==> src/rtl/mover_pkg.sv <==
package mover_pkg;

  // Sequencer states: one idle state, three read phases, one write phase.
  typedef enum logic [2:0] {
    ST_IDLE    = 3'd0,
    ST_RD_REQ  = 3'd1,
    ST_RD_WAIT = 3'd2,
    ST_RD_OUT  = 3'd3,
    ST_WR      = 3'd4
  } moverState_t;

  // Strobes from the sequencer to the datapath.
  typedef struct packed {
    logic start;    // latch length, clear word index
    logic advance;  // move on to the next word
    logic capture;  // register memory read data
  } moverStrobe_t;

endpackage

==> src/rtl/mover_datapath.sv <==
module mover_datapath
  import mover_pkg::*;
#(
  parameter int ADDR_W = 8,
  parameter int DATA_W = 16,
  parameter int LEN_W  = ADDR_W + 1
) (
  input  logic              clk,
  input  logic              rstN,
  input  moverStrobe_t      strobe,
  input  logic [LEN_W-1:0]  lengthIn,
  input  logic [DATA_W-1:0] inData,
  input  logic [DATA_W-1:0] memRdata,
  output logic [ADDR_W-1:0] memAddr,
  output logic [DATA_W-1:0] memWdata,
  output logic [DATA_W-1:0] outData,
  output logic              lastWord,
  output logic              lenZero
);

  logic [LEN_W-1:0]  lenQ;
  logic [LEN_W-1:0]  idxQ;
  logic [DATA_W-1:0] dataQ;
  logic [LEN_W-1:0]  lenMinusOne;

  // Length and word index; the length is sampled only on start.
  always_ff @(posedge clk or negedge rstN) begin
    if (!rstN) begin
      lenQ <= '0;
      idxQ <= '0;
    end else if (strobe.start) begin
      lenQ <= lengthIn;
      idxQ <= '0;
    end else if (strobe.advance) begin
      idxQ <= idxQ + LEN_W'(1);
    end
  end

  // Read data register in front of the output stream.
  always_ff @(posedge clk or negedge rstN) begin
    if (!rstN) begin
      dataQ <= '0;
    end else if (strobe.capture) begin
      dataQ <= memRdata;
    end
  end

  assign lenMinusOne = lenQ - LEN_W'(1);
  assign lastWord    = (idxQ == lenMinusOne);
  assign lenZero     = (lengthIn == '0);
  assign memAddr     = idxQ[ADDR_W-1:0];
  assign memWdata    = inData;
  assign outData     = dataQ;

endmodule

==> src/rtl/mover_ctrl.sv <==
module mover_ctrl
  import mover_pkg::*;
(
  input  logic         clk,
  input  logic         rstN,
  input  logic         trigger,
  input  logic         dirWrite,
  input  logic         lenZero,
  input  logic         lastWord,
  input  logic         memReady,
  input  logic         inValid,
  input  logic         outReady,
  output moverStrobe_t strobe,
  output logic         memValid,
  output logic         memWrite,
  output logic         inReady,
  output logic         outValid,
  output logic         busy,
  output logic         done
);

  moverState_t stateQ, stateNext;
  logic        doneNext;
  logic        wrHandshake;

  assign wrHandshake = (stateQ == ST_WR) && inValid && memReady;

  always_comb begin
    stateNext = stateQ;
    strobe    = '0;
    doneNext  = 1'b0;
    unique case (stateQ)
      ST_IDLE: begin
        if (trigger) begin
          if (lenZero) begin
            doneNext = 1'b1;
          end else begin
            strobe.start = 1'b1;
            stateNext    = dirWrite ? ST_WR : ST_RD_REQ;
          end
        end
      end
      ST_RD_REQ: begin
        if (memReady) stateNext = ST_RD_WAIT;
      end
      ST_RD_WAIT: begin
        strobe.capture = 1'b1;
        stateNext      = ST_RD_OUT;
      end
      ST_RD_OUT: begin
        if (outReady) begin
          if (lastWord) begin
            doneNext  = 1'b1;
            stateNext = ST_IDLE;
          end else begin
            strobe.advance = 1'b1;
            stateNext      = ST_RD_REQ;
          end
        end
      end
      ST_WR: begin
        if (wrHandshake) begin
          if (lastWord) begin
            doneNext  = 1'b1;
            stateNext = ST_IDLE;
          end else begin
            strobe.advance = 1'b1;
          end
        end
      end
      default: stateNext = ST_IDLE;
    endcase
  end

  always_ff @(posedge clk or negedge rstN) begin
    if (!rstN) begin
      stateQ <= ST_IDLE;
      done   <= 1'b0;
    end else begin
      stateQ <= stateNext;
      done   <= doneNext;
    end
  end

  assign memValid = (stateQ == ST_RD_REQ) || ((stateQ == ST_WR) && inValid);
  assign memWrite = (stateQ == ST_WR);
  assign inReady  = (stateQ == ST_WR) && memReady;
  assign outValid = (stateQ == ST_RD_OUT);
  assign busy     = (stateQ != ST_IDLE);

endmodule

==> src/rtl/stream_mem_mover.sv <==
module stream_mem_mover
  import mover_pkg::*;
#(
  parameter int ADDR_W = 8,
  parameter int DATA_W = 16
) (
  input  logic              clk,
  input  logic              rstN,
  input  logic              trigger,
  input  logic              dirWrite,
  input  logic [ADDR_W:0]   length,
  output logic              busy,
  output logic              done,
  output logic [ADDR_W-1:0] memAddr,
  output logic              memWrite,
  output logic [DATA_W-1:0] memWdata,
  output logic              memValid,
  input  logic              memReady,
  input  logic [DATA_W-1:0] memRdata,
  output logic              outValid,
  input  logic              outReady,
  output logic [DATA_W-1:0] outData,
  output logic              outLast,
  input  logic              inValid,
  output logic              inReady,
  input  logic [DATA_W-1:0] inData
);

  localparam int LEN_W = ADDR_W + 1;

  moverStrobe_t strobe;
  logic         lastWord;
  logic         lenZero;

  mover_ctrl ctrl_i (
    .clk      (clk),
    .rstN     (rstN),
    .trigger  (trigger),
    .dirWrite (dirWrite),
    .lenZero  (lenZero),
    .lastWord (lastWord),
    .memReady (memReady),
    .inValid  (inValid),
    .outReady (outReady),
    .strobe   (strobe),
    .memValid (memValid),
    .memWrite (memWrite),
    .inReady  (inReady),
    .outValid (outValid),
    .busy     (busy),
    .done     (done)
  );

  mover_datapath #(
    .ADDR_W (ADDR_W),
    .DATA_W (DATA_W),
    .LEN_W  (LEN_W)
  ) dp_i (
    .clk      (clk),
    .rstN     (rstN),
    .strobe   (strobe),
    .lengthIn (length),
    .inData   (inData),
    .memRdata (memRdata),
    .memAddr  (memAddr),
    .memWdata (memWdata),
    .outData  (outData),
    .lastWord (lastWord),
    .lenZero  (lenZero)
  );

  assign outLast = outValid && lastWord;

endmodule

==> config.mk <==
export PLATFORM = sky130hd
export DESIGN_NAME = stream_mem_mover
export DESIGN_NICKNAME = d
export VERILOG_FILES = /design/src/rtl/mover_pkg.sv /design/src/rtl/mover_datapath.sv /design/src/rtl/mover_ctrl.sv /design/src/rtl/stream_mem_mover.sv
export SDC_FILE = /design/constraint.sdc
export NUM_CORES = 1
export LEC_CHECK = 0
export BUFFER_PORTS_ARGS = -buffer_cell sky130_fd_sc_hd__buf_2
export CORE_MARGIN = 1
export CORE_UTILIZATION = 40
export CTS_BUF_LIST = sky130_fd_sc_hd__clkbuf_16
export DETAILED_ROUTE_END_ITERATION = 10
export GPL_TIMING_DRIVEN = 0
export HOLD_SLACK_MARGIN = 0.1
export PLACE_DENSITY = 0.7
export SETUP_SLACK_MARGIN = 0.05
export SLEW_MARGIN = 0
export SYNTH_ARGS = -nofsm -noshare
export SYNTH_HDL_FRONTEND = slang
export SYNTH_SLANG_ARGS = --single-unit
==> constraint.sdc <==
create_clock -name clk -period 2.7 [get_ports clk]
set_input_delay 0.54 -clock clk [delete_from_list [all_inputs] [get_ports clk]]
set_output_delay 0.54 -clock clk [all_outputs]
set_load 0.01 [all_outputs]
Word-level counts from Yosys, hierarchy flattened
Index checks and enable logic that the tools add are counted.
{"block": "totals", "regBits": 38, "input_bits": 48, "out_inout_bits": 47, "wordCells": 53}
{"block": "op_classes", "n_addsub": 2, "eq_ne": 11, "muxes": 25, "n_reduce_logical": 10}
{"op": "$mux 3", "count": 7}
{"op": "$mux 9", "count": 2}
{"op": "$pmux 3 s5", "count": 1}
{"op": "$mux 1", "count": 13}
{"op": "$add 9x1->9 const B", "count": 1}
{"op": "$eq 9x9->1", "count": 1}
{"op": "$logic_not 9->1", "count": 1}
{"op": "$sub 9x1->9 const B", "count": 1}
{"op": "$eq 3x2->1 const B", "count": 2}
{"op": "$ne 2x1->1 const B", "count": 3}
{"op": "$ne 2x2->1 const B", "count": 3}
{"op": "$reduce_and 6->1", "count": 1}
{"op": "$logic_and 1x1->1", "count": 4}
{"op": "$eq 3x1->1 const B", "count": 1}
{"op": "$eq 3x3->1 const B", "count": 1}
{"op": "$logic_not 3->1", "count": 1}
{"op": "$pmux 1 s3", "count": 1}
{"op": "$reduce_bool 3->1", "count": 1}
{"op": "$pmux 1 s2", "count": 1}
{"op": "$reduce_bool 2->1", "count": 1}
{"op": "$logic_or 1x1->1", "count": 1}

Logic depth before layout (Yosys ltp)
{"block": "depth", "word_depth": 7, "mapped_depth": 9}

By module
Synthesis repeated with hierarchy kept, for this count alone.
{"block": "unflattened", "hier_cells": 196, "area_unflattened_um2": 2102.0}
{"mod": "mover_datapath", "n_inst": 1, "cells_per_inst": 163, "area_each_um2": 1809.2, "seq_area_each_um2": 850.8}
{"mod": "mover_ctrl", "n_inst": 1, "cells_per_inst": 32, "area_each_um2": 286.5, "seq_area_each_um2": 100.1}
{"mod": "stream_mem_mover", "n_inst": 1, "cells_per_inst": 1, "area_each_um2": 6.3, "seq_area_each_um2": 0.0}

Worst setup path after synthesis
No wires, ideal clock.
{"block": "synth_path", "kind": "register to output", "start": "register dp_i.lenQ[0]", "end": "output port outLast", "arrival_ns": 2.102, "slack_ns": 0.058, "path_stages_with_launch": 9, "n_path_buf": 0, "path_cell_list": "dfrtp_1 inv_1 ha_1 nor3b_1 nand3_1 a2bb2oi_1 a2111oi_4 nand2_1 nor2_1"}
{"block": "synth_between", "elab_chain_cells": 3}
{"element": "start, declared", "line_no": "mover_datapath.sv:21", "rtl": "logic [LEN_W-1:0] lenQ;"}
{"element": "start signal, assigned", "line_no": "mover_datapath.sv:32", "rtl": "lenQ <= lengthIn;"}
{"element": "$sub 9x1->9", "line_no": "mover_datapath.sv:48", "rtl": "assign lenMinusOne = lenQ - LEN_W'(1);"}
{"element": "$eq 9x9->1", "line_no": "mover_datapath.sv:49", "rtl": "assign lastWord = (idxQ == lenMinusOne);"}
{"element": "$logic_and 1x1->1", "line_no": "stream_mem_mover.sv:72", "rtl": "assign outLast = outValid && lastWord;"}
{"element": "end, declared", "line_no": "stream_mem_mover.sv:23", "rtl": "output logic outLast,"}
No other way between the ends.

Final worst setup path
{"block": "layout_path", "start": "register dp_i.lenQ[2]", "end": "output port outLast"}
Same word-level chain as after synthesis.

==> results_dict.tcl <==
set metrics [dict create \
    status "finished with violations" \
    violations "setup timing" \
    clockRootBuffer "clkbuf_16" \
    grt_first_pass_wirelength_mm 8.09 \
    synthTopCellsByArea "dfrtp_1 (43%), mux2_2 (8.6%), buf_4 (8.1%)" \
    insertion_delay_ps 280 \
    grt_max_degree 39 \
    hold_violations 0 \
    crit_family "simple AND/OR/NAND/NOR gates" \
    layout_common_cells "buf_2 (79), nand2_1 (39), dfrtp_1 (37)" \
    power.leakage_uw 0.00151 \
    rsz0062_at_grt "yes" \
    top_layer "met4" \
    drtPass1Iterations 4 \
    multi_input_area_um2 1090 \
    dieHeight_um 76.5 \
    skew_ps 2.54 \
    finalCritPeriodShare_pct 108 \
    clk_pin_slew_worst_paths_ps 60 \
    drtIter0Drc 71 \
    io_pins 95 \
    drc 0 \
    port_buffers 78 \
    ant_nets 0 \
    holdBufCountCts 0 \
    fmax_mhz 344 \
    final_util_pct 56.4 \
    crit_path_max_incr_delay_ps 600 \
    seqCellArea_um2 952 \
    finalMaxSlewViolations 0 \
    maxCapViolations 0 \
    synth_nets 279 \
    grt_pass1_vias 1781 \
    tritoncts "yes" \
    htreeDepth 2 \
    cts_made_buffers 5 \
    fp.coreArea_um2 5240 \
    post-place-ws_ps -314 \
    path_class "flip-flop to primary output" \
    grt_overflow 0 \
    gp_congestion 0.818 \
    cp_slowest_cell "or4_4" \
    diodes 0 \
    cp_num_buf_inv 1 \
    final-instance-count-excl-fill 390 \
    clk_path_buf_depth 2 \
    dr_wl_met2_mm 2.42 \
    synthToLayoutAreaGrowth_pct 33.0 \
    row_count 26 \
    arrival_ps 2370 \
    ir_drop_v 0.000644 \
    worstPathRequired_ps 2160 \
    seq_area_frac_synth_pct 42.8 \
    worst_slack_ps -208 \
    fin_tns_setup_ps -208 \
    antenna_found_initial 0 \
    cts.sinks 38 \
    final_common_cell "buf_2" \
    ys_ff_latch 38 \
    syn_area_um2 2220 \
    syn_avg_cell_area_um2 9.70 \
    hold_path.class "input port to async pin" \
    slew_headroom_pct 45.4 \
    ys_warn_count 0 \
    drive_gt1_share_pct 45.3 \
    yosysTopAreaCell "dfrtp_1" \
    endpoint_kind "primary output" \
    met1_length_mm 2.11 \
    routed-via-count 1911 \
    min_period_ps 2910 \
    fin_nets 369 \
    synth_top_area_share_pct 42.8 \
    grt_usage_pct 17.5 \
    dpl-instance-area_um2 2700 \
    synth_cells 229 \
    fin_area_um2 2950 \
    initial_utilization_pct 42.4 \
    setup_viol 1 \
    fillers 448 \
    tightest_slew_ps 819 \
    drt_wl_total_mm 4.95 \
    powerDensity_nw_per_um2 1070 \
    fp.dieW_um 76.5 \
    routed-wl-met3_um 353 \
    viasPerCell 4.90 \
    wl_per_cell_um 12.7 \
    dp_cells 377 \
    start_kind "flip-flop" \
    dp_hpwl_mm 3.68 \
    path_cells "or4_4 -> xnor2_2 -> a2bb2oi_2 -> a2111oi_4 -> nand2_1 -> nor2_1 -> buf_2" \
    die-area_um2 5850 \
    cp_max_fo 4 \
    synth_cell_types 41 \
]
## registers in the layout, indices dropped and copies added (netlist names)
register       count
dp_i.lenQ          9
dp_i.idxQ          9
ctrl_i.stateQ      3
dp_i.outData      16
ctrl_i.done        1
## synthesized netlist by cell type, drive strengths merged
library cell	count
ha	2
o211a	1
or3	1
a2bb2oi	2
and2b	1
a22oi	1
or4	1
clkbuf	5
inv	5
nor3	4
nand3	7
xor2	7
a2111oi	2
a31oi	2
xnor2	7
mux2i	8
nor4	3
o211ai	2
a311oi	1
buf	27
nand4	2
and3	5
o21ai	5
nor2b	1
nand3b	1
o22ai	2
mux2	17
dfrtp	38
nand2b	4
a21oi	6
and2	3
maj3	1
nand2	39
nor3b	1
nor2	15
## per-layer routing
layer,global-route usage (%),vias to the layer above
li1,-,936
met4,6.35,0
met5,0,-
met3,5.75,7
met2,29.2,62
met1,21.1,906
## path summary, 6_finish.rpt
| kind | start | to | slack, ps | depth (start not counted) |
|---|---|---|---|---|
| worst min register to register | dp_i.lenQ[8] | dp_i.lenQ[8] | 500 | 2 |
| max in group asynchronous | rstN | dp_i.lenQ[2] | 1780 | 1 |
| worst max register to register | dp_i.lenQ[2] | dp_i.idxQ[7] | 300 | 8 |
| worst min-delay path | rstN | dp_i.outData[15] | 350 | 1 |
| worst max-delay path | dp_i.lenQ[2] | outLast | -210 | 7 |
| min in group clk | length[7] | dp_i.lenQ[7] | 460 | 3 |
## report_power, final
group	internal, uW	switching, uW
registers	801	185
clock network	435	238
logic	737	757
total	1970	1180
## metrics by stage
stage,total power [uW],hold slack [ps]
after global placement,2310,485
final,3150,348
after global routing,3370,442
after detailed placement,2370,491
after floorplan,1960,244
after CTS,3150,386
## what timing repair did
action                                  CTS  global route
pin swaps                                 4             0
setup buffers                             5             0
endpoints found under the setup margin   10             1
gates resized for setup                   7             1
## worst register-to-register path, stage by stage, from the launching register on
cell,delay (ps)
dfrtp_2,400
or4_4,600
xnor2_2,170
a2bb2oi_2,180
a2111oi_4,350
buf_4,200
a21oi_4,100
nand3_1,140
mux2i_1,190
## final cells by class
type	instances	share of cell area (%)
multi-input combinational	154	36.8
sequential	38	32.2
timing repair buffer	83	14.5
buffer	32	7.16
clock buffer	5	4.24
tap	70	2.96
clock inverter	3	1.52
inverter	5	0.635
## logic make-up (layout without fill, tap and decap cells)
family / count (synthesis) / count (layout) / synth area share, %
flops: 38 / 38 / 42.8
buf+inv: 37 / 128 / 10.4
compound gates: 24 / 24 / 8.39
simple gates: 88 / 88 / 19.1
mux: 25 / 25 / 12.2
xor+xnor: 14 / 14 / 5.52
fa+ha+maj: 3 / 3 / 1.58
(Power assumes the default switching activity.)
